--- src/rtl/rgc_pkg.sv ---
package rgc_pkg;
  localparam int KIND_W = 3;

  typedef enum logic [KIND_W-1:0] {
    KIND_INV   = 3'd0,
    KIND_SWAP  = 3'd1,
    KIND_PERES = 3'd2,
    KIND_QV    = 3'd3,
    KIND_QVDAG = 3'd4
  } gate_kind_e;
endpackage

--- src/rtl/rgc_gate_mem.sv ---
module rgc_gate_mem #(
  parameter int N     = 8,
  parameter int DEPTH = 64,
  parameter int IW    = 3,
  parameter int AW    = 6
) (
  input  logic                      clk,
  input  logic                      wr_en,
  input  logic [AW-1:0]             wr_addr,
  input  logic [rgc_pkg::KIND_W-1:0] wr_kind,
  input  logic [N-1:0]              wr_ctrl,
  input  logic [IW-1:0]             wr_tgt0,
  input  logic [IW-1:0]             wr_tgt1,
  input  logic [AW-1:0]             rd_addr,
  output logic [rgc_pkg::KIND_W-1:0] rd_kind,
  output logic [N-1:0]              rd_ctrl,
  output logic [IW-1:0]             rd_tgt0,
  output logic [IW-1:0]             rd_tgt1
);
  localparam int EW = rgc_pkg::KIND_W + N + 2 * IW;

  logic [EW-1:0] store [DEPTH];

  always_ff @(posedge clk) begin
    if (wr_en) store[wr_addr] <= {wr_kind, wr_ctrl, wr_tgt0, wr_tgt1};
  end

  assign {rd_kind, rd_ctrl, rd_tgt0, rd_tgt1} = store[rd_addr];
endmodule

--- src/rtl/rgc_gate_apply.sv ---
module rgc_gate_apply #(
  parameter int N  = 8,
  parameter int IW = 3
) (
  input  logic [rgc_pkg::KIND_W-1:0] kind,
  input  logic [N-1:0]               ctrl,
  input  logic [IW-1:0]              tgt0,
  input  logic [IW-1:0]              tgt1,
  input  logic [N-1:0]               vec_in,
  output logic [N-1:0]               vec_out,
  output logic                       unsup
);
  import rgc_pkg::*;

  logic [N-1:0] ctrl_ok;
  logic         fire;
  logic         bit0;
  logic         bit1;

  // per-line control test: a line passes when unmasked or high
  for (genvar g = 0; g < N; g++) begin : g_ctrl
    assign ctrl_ok[g] = vec_in[g] | ~ctrl[g];
  end
  assign fire = &ctrl_ok;
  assign bit0 = vec_in[tgt0];
  assign bit1 = vec_in[tgt1];

  always_comb begin
    vec_out = vec_in;
    unsup   = 1'b0;
    case (kind)
      KIND_INV:   vec_out[tgt0] = bit0 ^ fire;
      KIND_SWAP: begin
        if (fire) begin
          vec_out[tgt0] = bit1;
          vec_out[tgt1] = bit0;
        end
      end
      KIND_PERES: begin
        vec_out[tgt0] = bit0 ^ fire;
        vec_out[tgt1] = bit1 ^ (fire & bit0);
      end
      default:    unsup = 1'b1;
    endcase
  end
endmodule

--- src/rtl/rgc_seq.sv ---
module rgc_seq #(
  parameter int DEPTH = 64,
  parameter int AW    = 6,
  parameter int CW    = 7
) (
  input  logic          clk,
  input  logic          rst_n,
  input  logic          start,
  input  logic [CW-1:0] cnt_in,
  output logic          load,
  output logic          step,
  output logic [AW-1:0] idx,
  output logic          busy,
  output logic          done
);
  logic [CW-1:0] cnt_clamp;
  logic [AW-1:0] idx_q;
  logic [AW-1:0] last_q;
  logic          busy_q;
  logic          done_q;

  assign cnt_clamp = (cnt_in > CW'(DEPTH)) ? CW'(DEPTH) : cnt_in;
  assign load      = start & ~busy_q;
  assign step      = busy_q;

  always_ff @(posedge clk or negedge rst_n) begin
    if (!rst_n) begin
      idx_q  <= '0;
      last_q <= '0;
      busy_q <= 1'b0;
      done_q <= 1'b0;
    end else begin
      done_q <= 1'b0;
      if (busy_q) begin
        idx_q <= idx_q + 1'b1;
        if (idx_q == last_q) begin
          busy_q <= 1'b0;
          done_q <= 1'b1;
        end
      end else if (start) begin
        idx_q <= '0;
        if (cnt_clamp == '0) begin
          done_q <= 1'b1;
        end else begin
          busy_q <= 1'b1;
          last_q <= AW'(cnt_clamp - CW'(1));
        end
      end
    end
  end

  assign idx  = idx_q;
  assign busy = busy_q;
  assign done = done_q;

  AST_DONE_SINGLE: assert property (@(posedge clk) disable iff (!rst_n)
    done_q |=> !done_q);
  AST_IDX_ORDER: assert property (@(posedge clk) disable iff (!rst_n)
    busy_q && (idx_q != last_q) |=> busy_q && (idx_q == $past(idx_q) + 1'b1));
  AST_START_IGNORED: assert property (@(posedge clk) disable iff (!rst_n)
    busy_q && start |=> $stable(last_q));
  AST_NO_DONE_WHILE_BUSY: assert property (@(posedge clk) disable iff (!rst_n)
    busy_q && (idx_q != last_q) |=> !done_q);
endmodule

--- src/rtl/rgc_cascade.sv ---
module rgc_cascade #(
  parameter int N     = 8,
  parameter int DEPTH = 64,
  localparam int IW   = (N > 1) ? $clog2(N) : 1,
  localparam int AW   = (DEPTH > 1) ? $clog2(DEPTH) : 1,
  localparam int CW   = $clog2(DEPTH + 1)
) (
  input  logic                       clk,
  input  logic                       rst_n,
  input  logic                       wr_valid,
  output logic                       wr_ready,
  input  logic [AW-1:0]              wr_addr,
  input  logic [rgc_pkg::KIND_W-1:0] wr_kind,
  input  logic [N-1:0]               wr_ctrl,
  input  logic [IW-1:0]              wr_tgt0,
  input  logic [IW-1:0]              wr_tgt1,
  input  logic                       start,
  input  logic [CW-1:0]              gate_cnt,
  input  logic [N-1:0]               vec_in,
  output logic                       busy,
  output logic                       done,
  output logic                       unsup,
  output logic [N-1:0]               vec_out
);
  import rgc_pkg::*;

  logic                load;
  logic                step;
  logic [AW-1:0]       idx;
  logic [KIND_W-1:0]   cur_kind;
  logic [N-1:0]        cur_ctrl;
  logic [IW-1:0]       cur_t0;
  logic [IW-1:0]       cur_t1;
  logic [N-1:0]        next_vec;
  logic                cur_unsup;
  logic [N-1:0]        vec_q;
  logic                unsup_q;

  rgc_seq #(.DEPTH(DEPTH), .AW(AW), .CW(CW)) u_seq (
    .clk(clk), .rst_n(rst_n), .start(start), .cnt_in(gate_cnt),
    .load(load), .step(step), .idx(idx), .busy(busy), .done(done)
  );

  rgc_gate_mem #(.N(N), .DEPTH(DEPTH), .IW(IW), .AW(AW)) u_mem (
    .clk(clk), .wr_en(wr_valid & wr_ready), .wr_addr(wr_addr),
    .wr_kind(wr_kind), .wr_ctrl(wr_ctrl), .wr_tgt0(wr_tgt0), .wr_tgt1(wr_tgt1),
    .rd_addr(idx), .rd_kind(cur_kind), .rd_ctrl(cur_ctrl),
    .rd_tgt0(cur_t0), .rd_tgt1(cur_t1)
  );

  rgc_gate_apply #(.N(N), .IW(IW)) u_apply (
    .kind(cur_kind), .ctrl(cur_ctrl), .tgt0(cur_t0), .tgt1(cur_t1),
    .vec_in(vec_q), .vec_out(next_vec), .unsup(cur_unsup)
  );

  always_ff @(posedge clk or negedge rst_n) begin
    if (!rst_n) begin
      vec_q   <= '0;
      unsup_q <= 1'b0;
    end else if (load) begin
      vec_q   <= vec_in;
      unsup_q <= 1'b0;
    end else if (step) begin
      vec_q   <= next_vec;
      if (cur_unsup) unsup_q <= 1'b1;
    end
  end

  assign wr_ready = ~busy;
  assign vec_out  = vec_q;
  assign unsup    = unsup_q;

  AST_IDLE_HOLD: assert property (@(posedge clk) disable iff (!rst_n)
    !busy && !start |=> $stable(vec_out) && $stable(unsup));
  AST_UNSUP_KEEPS_VEC: assert property (@(posedge clk) disable iff (!rst_n)
    busy && (cur_kind > KIND_PERES) |=> $stable(vec_q) && unsup_q);
  AST_INV_SINGLE_FLIP: assert property (@(posedge clk) disable iff (!rst_n)
    busy && (cur_kind == KIND_INV) |=> $countones(vec_q ^ $past(vec_q)) <= 1);
  AST_SWAP_WEIGHT: assert property (@(posedge clk) disable iff (!rst_n)
    busy && (cur_kind == KIND_SWAP) |=> $countones(vec_q) == $countones($past(vec_q)));
  AST_BUSY_NO_ACCEPT: assert property (@(posedge clk) disable iff (!rst_n)
    busy |-> !(wr_valid && wr_ready));
endmodule

--- config.mk ---
export PLATFORM = sky130hd
export DESIGN_NAME = rgc_cascade
export DESIGN_NICKNAME = d
export VERILOG_FILES = /design/src/rtl/rgc_pkg.sv /design/src/rtl/rgc_gate_mem.sv /design/src/rtl/rgc_gate_apply.sv /design/src/rtl/rgc_seq.sv /design/src/rtl/rgc_cascade.sv
export SDC_FILE = /design/constraint.sdc
export NUM_CORES = 1
export LEC_CHECK = 0
export ABC_AREA = 0
export CAP_MARGIN = 20
export CORE_MARGIN = 5
export CORE_UTILIZATION = 50
export DETAILED_ROUTE_END_ITERATION = 7
export DONT_BUFFER_PORTS = 1
export PLACE_DENSITY = 0.68
export SLEW_MARGIN = 20
export SYNTH_ARGS = -nofsm -noshare
export SYNTH_HDL_FRONTEND = slang
export SYNTH_SLANG_ARGS = --single-unit
--- constraint.sdc ---
create_clock -name clk -period 4 [get_ports clk]
set_input_delay 0.4 -clock clk [delete_from_list [all_inputs] [get_ports clk]]
set_output_delay 0.4 -clock clk [all_outputs]
set_load 0.05 [all_outputs]
==> metrics.cfg <==
[clocking]
clkLatencyLatePin_ns=0.68
htreeDepth=3
cts_sinks=1111
cts_buffers=110
cts_tree=done
clkSlewWorstSetupHoldPaths_ns=0.06
cts_root_buf=clkbuf_16
max-clock-path-buffers=3

[critical_path]
cp-start-kind=flop
critPathRequiredTime_ns=4.53
worstSetupPathType=flop to flop
slowest_stage=dfrtp_4
cp_data_arrival_time_ns=4.48
slowest_delay_ns=0.60
timing.critical_path.mode_cell=a21oi_2
crit_fanout=17
end_kind=flop
cp_cell_sequence=buf_4 -> nor2b_1 -> a22oi_1 -> a21oi_2 -> and4b_2 -> a22o_4 -> mux2i_1 -> a211o_1 -> a21oi_2 -> ha_4 -> nand2b_4 -> or3b_1 -> o211ai_1 -> a31oi_1

[sta]
worst_pin_slew_ns=0.828
setup_viol_count_final=0
period_minus_slack_ns=3.95
rsz0062_at_grt=true
hold_violations=0
clock_skew_ns=0.0296
fin_hold_ws_ns=0.0225
final_max_slew_viol_count=0
fmax_ghz=0.253
period_share=0.988
slew_headroom=0.447

[synthesis]
syn_nets=2171
synth.yosys.warnings=0
yosysTopAreaCell=edfxtp_1
ys_types=77
ys_async_sr_fraction=0.0207
synth_flop_cell=edfxtp_1
netlist.area_leader.share=0.743
synth-seq-cells=1111
synth-edff-count=1088
avgSynthCellArea_sq_um=20.7
postSynthCellCount=2125
syn-cell-area_sq_um=44000
ys_seq_area_frac=0.756
synth_area_leaders=edfxtp_1 74%, mux4_2 12%, mux4_1 1.5%, dfrtp_1 1.3%, mux2i_1 1.0%

[power]
peakVddDrop_uv=785
power_density_nw_per_um2=735
p_leak_nw=17.1

[routing]
first_iter_violations=3212
via_count=23869
drt_pre_antenna_iters=6
ant_nets=0
wl_per_cell_um=32.2
drc=0
routed_wl_mm=120
vias_per_cell=6.41

[global_routing]
first_global_vias=23870
grtUsageTotal=0.252
use_met2=0.394
grt_max_degree=65
antenna_found_initial=2
grt_busiest_layer=met2
use_met3=0.0535
grt_pass1_wl_mm=172
grt_use_met1=0.354
grt_overflow=0

[die]
fp.dieW_um=307
boundaryPins=54
die_height_um=307
start_util=0.505
coreArea_sq_um=87000
rows=108
die_area_sq_um=94000

[flow_run]
drv_cap=0

[cells_and_area]
drive_gt1_frac=0.341
fillers=6008
final_cell_mix=1088 x edfxtp_1, 282 x buf_4, 244 x mux4_2
final_common_cell=edfxtp_1
stdcell_area_sq_um=52500
layout.nets=2525
synthToLayoutAreaGrowth_pct=19.4

[place]
dpl_cell_area_sq_um=47400
hpwl_mm=73.6
place.gp.congestion=0.950
io_buffers=0

[worst_hold_path]
hp-class=input port to flop

[outcome]
status=completed

-- cells in the mapped netlist (6+ instances only) --
| cell | count |
|---|---|
| a21oi_1 | 28 |
| a22o_1 | 6 |
| a22oi_1 | 35 |
| a31oi_1 | 18 |
| and3_1 | 7 |
| buf_1 | 19 |
| buf_2 | 23 |
| buf_4 | 18 |
| buf_6 | 14 |
| clkbuf_1 | 38 |
| dfrtp_1 | 23 |
| edfxtp_1 | 1088 |
| inv_1 | 16 |
| mux2_2 | 9 |
| mux2i_1 | 45 |
| mux4_1 | 25 |
| mux4_2 | 243 |
| nand2_1 | 65 |
| nand3_1 | 27 |
| nand3b_1 | 6 |
| nand4_1 | 7 |
| nor2_1 | 114 |
| nor2b_1 | 11 |
| nor3_1 | 15 |
| nor4_1 | 14 |
| o211ai_1 | 13 |
| o21ai_0 | 26 |
| o22ai_1 | 46 |
| o31ai_1 | 9 |
-- area by class of cell --
type / count / area, sq um / share of cell area
diodes: 1 / 2.50 / 0.0000477
clock buffers: 128 / 2860 / 0.0545
clock inverters: 75 / 843 / 0.0161
inverters: 19 / 71.3 / 0.00136
multi-input cells: 880 / 10400 / 0.198
flip-flops and latches: 1111 / 33300 / 0.633
well taps: 1155 / 1450 / 0.0275
repair buffers: 357 / 3630 / 0.0692
-- final timing paths --
path	start	end	slack, ns	cells past startpoint
setup / recovery	u_seq.idx[2]$_DFFE_PN0P_	vec_out[0]$_DFFE_PN0P_	0.05	14
hold / removal	vec_in[4]	vec_out[4]$_DFFE_PN0P_	0.02	2
setup reg to reg	u_seq.idx[2]$_DFFE_PN0P_	vec_out[0]$_DFFE_PN0P_	0.05	14
hold reg to reg	u_seq.last_q[0]$_DFFE_PN0P_	u_seq.last_q[0]$_DFFE_PN0P_	0.53	1
max in group asynchronous	rst_n	u_seq.idx[1]$_DFFE_PN0P_	3.62	2
min in group asynchronous	rst_n	vec_out[1]$_DFFE_PN0P_	0.20	2
-- state kept, by name, summed over array words and instances, names as in the netlist --
signal / cells
u_mem.store: 1088
u_seq.idx: 6
unsup: 1
u_seq.last_q: 6
vec_out: 8
u_seq.done: 1
u_seq.busy: 1
-- power by group --
part	total, mW	switching (mW)	internal (mW)
Sequential	13.3	0.324	12.9
Combinational	14.8	7.85	6.93
Clock	10.5	4.33	6.22
Total	38.6	12.5	26.1
-- per-stage QoR --
stage / total power [mW] / setup TNS, ns / util / instances / setup slack, ns
2_1_floorplan: 21.1 / 0 / - / 2125 / 0.00752
3_3_place_gp: 26.3 / -1.69 / 0.545 / 3462 / -0.224
3_5_place_dp: 26.4 / -1.60 / 0.545 / 3462 / -0.220
4_1_cts: 37.7 / 0 / 0.598 / 3706 / 0.00147
5_1_grt: 39.9 / -0.0246 / 0.603 / 3725 / -0.0133
6_report: 38.6 / 0 / 0.603 / 3726 / 0.0493
-- logic make-up after synthesis --
logic type      after synthesis  synth area share
xor+xnor                     10           0.00199
fa+ha+maj                     4           0.00114
buf+inv                     134            0.0170
simple gates                303            0.0328
mux                         322             0.152
flops                      1111             0.756
compound gates              241            0.0389
-- critical path, delay by kind of cell (launching register included) --
kind | cells | cell delay, ns
compound gates | 7 | 1.48
fa+ha+maj | 1 | 0.23
buf+inv | 1 | 0.22
flops | 1 | 0.60
mux | 1 | 0.12
simple gates | 4 | 1.13
-- timing repair --
item,4_1_cts,5_1_grt
setup buffers,14,20
endpoints found under the setup margin,8,8
endpoints found under the hold margin,1124,0
pin swaps,5,31
cloned,2,1
resized for setup,30,66
hold buffers,25,0
-- layer usage --
metal / vias to the layer above / part of all wire
met5: - / 0
met4: 0 / 0.045
met3: 246 / 0.098
met2: 1348 / 0.47
met1: 12581 / 0.38
li1: 9694 / -
Note: power is estimated with default switching activity, not from simulation.
